### config.mk
export PLATFORM = sky130hd
export DESIGN_NAME = port_change_irq
export DESIGN_NICKNAME = d
export VERILOG_FILES = /design/src/rtl/pcx_pkg.sv /design/src/rtl/pcx_sync.sv /design/src/rtl/pcx_port_snap.sv /design/src/rtl/port_change_irq.sv
export SDC_FILE = /design/constraint.sdc
export NUM_CORES = 1
export LEC_CHECK = 0
export ABC_AREA = 1
export ABC_CLOCK_PERIOD_IN_PS = 3920
export BUFFER_PORTS_ARGS = -buffer_cell sky130_fd_sc_hd__buf_2
export CAP_MARGIN = 20
export CORE_UTILIZATION = 35
export CTS_CLUSTER_DIAMETER = 100
export DETAILED_ROUTE_END_ITERATION = 10
export GPL_ROUTABILITY_DRIVEN = 0
export HOLD_SLACK_MARGIN = 0.12
export MAX_ROUTING_LAYER = met4
export PLACE_DENSITY = 0.59
export SLEW_MARGIN = 20
export SYNTH_ARGS = -nofsm -noshare
export SYNTH_HDL_FRONTEND = slang
export SYNTH_SLANG_ARGS = --single-unit
### constraint.sdc
create_clock -name clk -period 3.92 [get_ports clk]
set_input_delay 0 -clock clk [delete_from_list [all_inputs] [get_ports clk]]
set_output_delay 0 -clock clk [all_outputs]
set_load 0.1 [all_outputs]
### src/rtl/pcx_pkg.sv
package pcx_pkg;
  localparam int unsigned PORT_W  = 8;
  localparam int unsigned N_PORTS = 2;
  localparam int unsigned PIN_W   = PORT_W * N_PORTS;

  // Per-pin change term: differs from capture and enabled as an input.
  function automatic logic [PORT_W-1:0] pin_mismatch(
    input logic [PORT_W-1:0] live,
    input logic [PORT_W-1:0] held,
    input logic [PORT_W-1:0] is_in
  );
    return (live ^ held) & is_in;
  endfunction
endpackage

### src/rtl/pcx_sync.sv
module pcx_sync #(
  parameter int unsigned WIDTH  = 16,
  parameter int unsigned STAGES = 2
) (
  input  logic             clk,
  input  logic             rst_n,
  input  logic [WIDTH-1:0] d_i,
  output logic [WIDTH-1:0] pre_o,  // level the output takes at the next edge
  output logic [WIDTH-1:0] q_o
);
  logic [STAGES-1:0][WIDTH-1:0] chain_q;

  always_ff @(posedge clk or negedge rst_n) begin
    if (!rst_n) chain_q <= '0;
    else        chain_q <= {chain_q[STAGES-2:0], d_i};
  end

  assign pre_o = chain_q[STAGES-2];
  assign q_o   = chain_q[STAGES-1];
endmodule

### src/rtl/pcx_port_snap.sv
module pcx_port_snap
  import pcx_pkg::*;
(
  input  logic              clk,
  input  logic              rst_n,
  input  logic              prime_i,
  input  logic              rd_i,
  input  logic [PORT_W-1:0] pre_i,
  input  logic [PORT_W-1:0] live_i,
  input  logic [PORT_W-1:0] is_in_i,
  output logic [PORT_W-1:0] held_o,
  output logic [PORT_W-1:0] rd_byte_o,
  output logic              pend_o
);
  logic [PORT_W-1:0] held_q;
  logic [PORT_W-1:0] rd_q;

  // Capture the level the synchronizer presents after this edge, so a
  // change landing together with a read is absorbed.
  always_ff @(posedge clk or negedge rst_n) begin
    if (!rst_n) held_q <= '0;
    else if (prime_i || rd_i) held_q <= pre_i;
  end

  always_ff @(posedge clk or negedge rst_n) begin
    if (!rst_n) rd_q <= '0;
    else if (rd_i) rd_q <= pre_i;
  end

  assign held_o    = held_q;
  assign rd_byte_o = rd_q;
  assign pend_o    = |pin_mismatch(live_i, held_q, is_in_i);
endmodule

### src/rtl/port_change_irq.sv
module port_change_irq
  import pcx_pkg::*;
#(
  parameter int unsigned SYNC_STAGES = 2
) (
  input  logic                clk,
  input  logic                rst_n,
  input  logic [PIN_W-1:0]    pin_i,
  input  logic [PIN_W-1:0]    dir_in_i,
  input  logic [N_PORTS-1:0]  rd_stb_i,
  output logic [PIN_W-1:0]    rd_data_o,
  output logic                irq_oe_o,
  output logic                irq_pad_o
);
  localparam int unsigned PRIME_W = $clog2(SYNC_STAGES + 1);

  logic [PIN_W-1:0]   sync_pre;
  logic [PIN_W-1:0]   sync_lvl;
  logic [PIN_W-1:0]   held_lvl;
  logic [N_PORTS-1:0] port_pend;
  logic [PRIME_W-1:0] prime_q;
  logic               priming;

  pcx_sync #(.WIDTH(PIN_W), .STAGES(SYNC_STAGES)) u_sync (
    .clk   (clk),
    .rst_n (rst_n),
    .d_i   (pin_i),
    .pre_o (sync_pre),
    .q_o   (sync_lvl)
  );

  // Capture follows the chain until it holds real pin levels.
  always_ff @(posedge clk or negedge rst_n) begin
    if (!rst_n)       prime_q <= PRIME_W'(SYNC_STAGES);
    else if (priming) prime_q <= prime_q - 1'b1;
  end
  assign priming = (prime_q != '0);

  for (genvar p = 0; p < N_PORTS; p++) begin : g_port
    pcx_port_snap u_snap (
      .clk       (clk),
      .rst_n     (rst_n),
      .prime_i   (priming),
      .rd_i      (rd_stb_i[p]),
      .pre_i     (sync_pre[p*PORT_W +: PORT_W]),
      .live_i    (sync_lvl[p*PORT_W +: PORT_W]),
      .is_in_i   (dir_in_i[p*PORT_W +: PORT_W]),
      .held_o    (held_lvl[p*PORT_W +: PORT_W]),
      .rd_byte_o (rd_data_o[p*PORT_W +: PORT_W]),
      .pend_o    (port_pend[p])
    );
  end

  assign irq_oe_o  = |port_pend;
  assign irq_pad_o = 1'b0;
endmodule

After elaboration in Yosys (flattened, before gate mapping)
Index checks and enable logic that the tools add are counted.
{"block": "word_totals", "memories": 0, "latch_bits": 0, "in_bits": 36, "romBits": 0, "register_bits": 66, "ramBits": 0, "output_inout_bits": 18, "elab_cells": 16}
{"block": "classes", "add_sub_neg": 1, "bitwise_logic": 4, "n_mul": 0, "reduce_logical": 4, "n_lt_le_gt_ge": 0, "div": 0, "mux": 0, "shifts": 0, "eq_ne": 0}
{"operator": "AND 8 bit", "n": 2}
{"operator": "OR reduction 16 bit", "n": 1}
{"operator": "XOR 8 bit", "n": 2}
{"operator": "logical OR 1 bit", "n": 2}
{"operator": "nonzero test 2 bit", "n": 1}
{"operator": "subtractor 2 x 1 -> 2 bit (second input constant)", "n": 1}

Depth between registers and ports, before layout
{"block": "depth", "word_depth": 3, "ltp_mapped": 8, "ltp_nobuf": 8}

Cells and area by module
Synthesis repeated with hierarchy kept, for this count alone.
{"block": "hier_totals", "hier_cells": 242, "hier_area_um2": 2587.5}
{"mod": "pcx_port_snap", "instances": 2, "seq_area_each_um2": 400.4, "area_per_inst_um2": 837.1, "cells_each": 98}
{"mod": "pcx_sync", "instances": 1, "seq_area_each_um2": 800.8, "area_per_inst_um2": 800.8, "cells_each": 32}
{"mod": "port_change_irq", "instances": 1, "seq_area_each_um2": 51.3, "area_per_inst_um2": 112.6, "cells_each": 14}

Worst setup path before layout
OpenSTA, ideal clock, no wires.
{"block": "synth_path", "path_kind": "flip-flop to flip-flop", "from": "register prime_q[1]", "to": "register g_port[0].u_snap.held_q[1]", "path_stages_with_launch": 5, "slack_ns": 2.517, "arrival_time_ns": 1.278, "synth_period_minus_slack_ns": 1.403, "t_required_ns": 3.795, "setup_time_ns": 0.125, "path_buffers": 0, "cell_sequence": "dfstp_2 > inv_1 > ha_1 > nand2_4 > mux2_2"}
{"block": "synth_between", "elab_chain_cells": 2}
{"item": "start, declared", "line": "port_change_irq.sv:21", "rtl": "logic [PRIME_W-1:0] prime_q;"}
{"item": "start signal, assigned", "line": "port_change_irq.sv:34", "rtl": "if (!rst_n) prime_q <= PRIME_W'(SYNC_STAGES);"}
{"item": "start signal, assigned", "line": "port_change_irq.sv:35", "rtl": "else if (priming) prime_q <= prime_q - 1'b1;"}
{"item": "nonzero test 2 bit", "line": "port_change_irq.sv:37", "rtl": "assign priming = (prime_q != '0);"}
{"item": "logical OR 1 bit", "line": "pcx_port_snap.sv:22", "rtl": "else if (prime_i || rd_i) held_q <= pre_i;"}
{"item": "end signal, assigned", "line": "pcx_port_snap.sv:22"}
{"item": "end, declared", "line": "pcx_port_snap.sv:15", "rtl": "logic [PORT_W-1:0] held_q;"}
No other way between the ends.
A chain may end at the register's enable or synchronous reset.

Final worst setup path
{"block": "layout_path", "from": "register g_port[1].u_snap.held_q[3]", "to": "output port irq_oe_o"}
{"block": "layout_between", "elab_chain_cells": 3}
{"item": "start, declared", "line": "pcx_port_snap.sv:15"}
{"item": "start signal, assigned", "line": "pcx_port_snap.sv:22"}
{"item": "XOR 8 bit", "line": "pcx_pkg.sv:12", "rtl": "return (live ^ held) & is_in;"}
{"item": "AND 8 bit", "line": "pcx_pkg.sv:12"}
{"item": "OR reduction 16 bit", "line": "port_change_irq.sv:54", "rtl": "assign irq_oe_o = |port_pend;"}
{"item": "end, declared", "line": "port_change_irq.sv:12", "rtl": "output logic irq_oe_o,"}
No other way between the ends.

==> metrics.txt <==
WL final 4609 um; post-DP HPWL 3109 um; antenna violations before repair 0; Critical Path Sink irq_oe_o; number of global-route vias before repair ~1700; # fillers 610; first-pass GRT wire length just under 8000 um; CP required between 3 and 4 ns; Port Buffer Count 52; cts bufs inserted 9; Hold/Removal Path Class input port to asynchronous set/reset pin; fin. max-slew vios 0; final setup vio count 0; Mapped Cells between 200 and 250; worst-path fanout max 3; synthesized area ~2400 um^2; Pwr Density around 480 nW/um^2; routed len/inst roughly 12 um; Core Rows 29; period utilization between 40% and 50%; Overall Global Routing Usage between 10% and 20%; Final Hold Vio Count 0; distinct cell type count after synthesis 14; effective utilization at floorplan ~37%; Iter 0 DRT Violations 83; CTS tree built; pin count of the biggest net entering global routing 36; synthesized flop and latch total 66; # Max-Cap Violations 0; Clock Latency Late Sink 0.32 ns; Pwr Total ~1.5 mW; Reg2Reg Launch Point prime_q[1]; detail-routed via count per cell ~4.4; antenna diode count 0; Clock Pin Slew Worst Setup and Hold Paths ~0.070 ns; drt pass-1 iters 4; origin of the worst setup path g_port[1].u_snap.held_o[3]; CTS Root Cell clkbuf_8; Die H between 80 and 90 um; dpl cell area 2768 um^2; Period minus WS final 1.614 ns; layout cells sized above 1 a little over a quarter; Reg2Reg Capture Point g_port[0].u_snap.held_o[5]; design area roughly 3100 um^2; CP arrival 1.61 ns; RSZ-0062 raised after global routing false; R2R Setup Slk about 2.4 ns; Worst Reg-to-Reg Cells 4; nets@finish 350; number of remaining DRC errors 0; highest achievable clock rate 619.6 MHz; width of the chip around 85 um; slew margin rel. between 50 and 60%; CP endpoint kind primary output; CORE AREA 6531 um^2; H-tree depth 3; gr ovfl total 0; Post-Route Setup TNS 0 ns; syn nets 270; Least-Margin Pin Slew 0.6923 ns; vias after detailed routing between 1500 and 2000; Post-Synthesis Mean Instance Area 10.41 um^2; IO Count 54; register area share after synthesis about two thirds; leakage power total 1.621 nW; Die ar. between 7000 and 8000 um^2; Worst Clk Skew a little under 0.007 ns; most common cell after layout, fill and taps aside nand2_1; status complete, no violations; Worst VDD drop about 170 uV; clk buf depth 2; Startpoint Class flip-flop; most frequent cells in the layout nand2_1, dfrtp_1, buf_2; total clock sinks 66; synth-to-layout area growth 28.93%; post-route ant nets 0; Crit Path Class flip-flop to primary output; warning count from the yosys run 0
[through the flow]
step	util, %	setup slack, ns	hold slack, ns	cells
floorplan	-	2.517	-0.2956	233
global placement	42.38	2.472	0.07835	360
detailed placement	42.38	2.450	0.09185	360
CTS	47.89	2.284	0.2753	394
global route	47.89	2.135	0.3000	394
finish	47.89	2.306	0.2534	394
[flip-flops by register name, indices dropped and copies added (netlist names)]
signal / cells
g_port.u_snap.held_o: 16
g_port.u_snap.rd_byte_o: 16
u_sync.pre_o: 16
u_sync.q_o: 16
prime_q: 2
[layout make-up]
class | instances | area [um^2] | area share, %
Inverter | 14 | 57.56 | 1.840
Multi-Input combinational cell | 150 | 693.2 | 22.16
Clock buffer | 12 | 155.1 | 4.960
Sequential cell | 66 | 1653 | 52.84
Tap cell | 77 | 96.34 | 3.080
Clock inverter | 3 | 15.01 | 0.4800
Timing Repair Buffer | 72 | 457.9 | 14.64
[worst max-delay path, cell delays in order (launching register included)]
cell	delay, ns
dfrtp_1	0.39
nand2_1	0.07
nand2_1	0.05
nor2_1	0.10
nor2_1	0.05
nand2_1	0.09
nor2_1	0.05
nand2_1	0.05
buf_2	0.43
[power breakdown]
group          switching (mW)  internal (mW)  total (mW)  leakage, nW
Sequential             0.0291          0.729       0.758        0.781
Clock                   0.231          0.257       0.489       0.0920
Combinational           0.183         0.0690       0.252        0.748
Total                   0.444           1.06        1.50         1.62
[kinds of logic after synthesis]
kind of cell / after synthesis / share of synthesized area, %
xor+xnor: 1 / 0.3611
compound gates: 5 / 1.031
mux: 12 / 5.570
simple gates: 130 / 20.94
other cells: 1 / 0.1546
flops: 66 / 68.13
buf+inv: 17 / 3.300
fa+ha+maj: 1 / 0.5156
[worst min path at each step]
stage | endpoint | start | slack, ns
2_1_floorplan | g_port[0].u_snap.held_o[0] | rst_n | -0.30
3_3_place_gp | u_sync.pre_o[0] | rst_n | 0.08
3_5_place_dp | u_sync.pre_o[0] | rst_n | 0.09
4_1_cts | g_port[0].u_snap.rd_byte_o[4] | rst_n | 0.28
5_1_grt | u_sync.pre_o[15] | pin_i[15] | 0.30
6_report | u_sync.pre_o[4] | rst_n | 0.25
[layer usage]
metal,track usage (%),routed length (um)
met1,17.68,2057
met2,22.58,2255
met3,4.572,197
met4,7.727,99
met5,-,0
[cell usage after synthesis]
master | instances | area [um^2]
buf_4 | 3 | 22.52
conb_1 | 1 | 3.750
dfrtp_1 | 65 | 1627
dfstp_2 | 1 | 26.28
ha_1 | 1 | 12.51
inv_1 | 12 | 45.04
inv_4 | 2 | 12.51
mux2_2 | 12 | 135.1
nand2_1 | 92 | 345.3
nand2_4 | 2 | 22.52
nand3_1 | 4 | 20.02
nor2_1 | 32 | 120.1
o21ai_0 | 5 | 25.02
xnor2_1 | 1 | 8.760
[repair_timing]
item / 4_1_cts / 5_1_grt
setup buffers: 0 / 0
hold endpoints to repair: 63 / 0
gates resized for setup: 0 / 0
hold buffers: 19 / 0
Power figures use the tool's default switching activity.
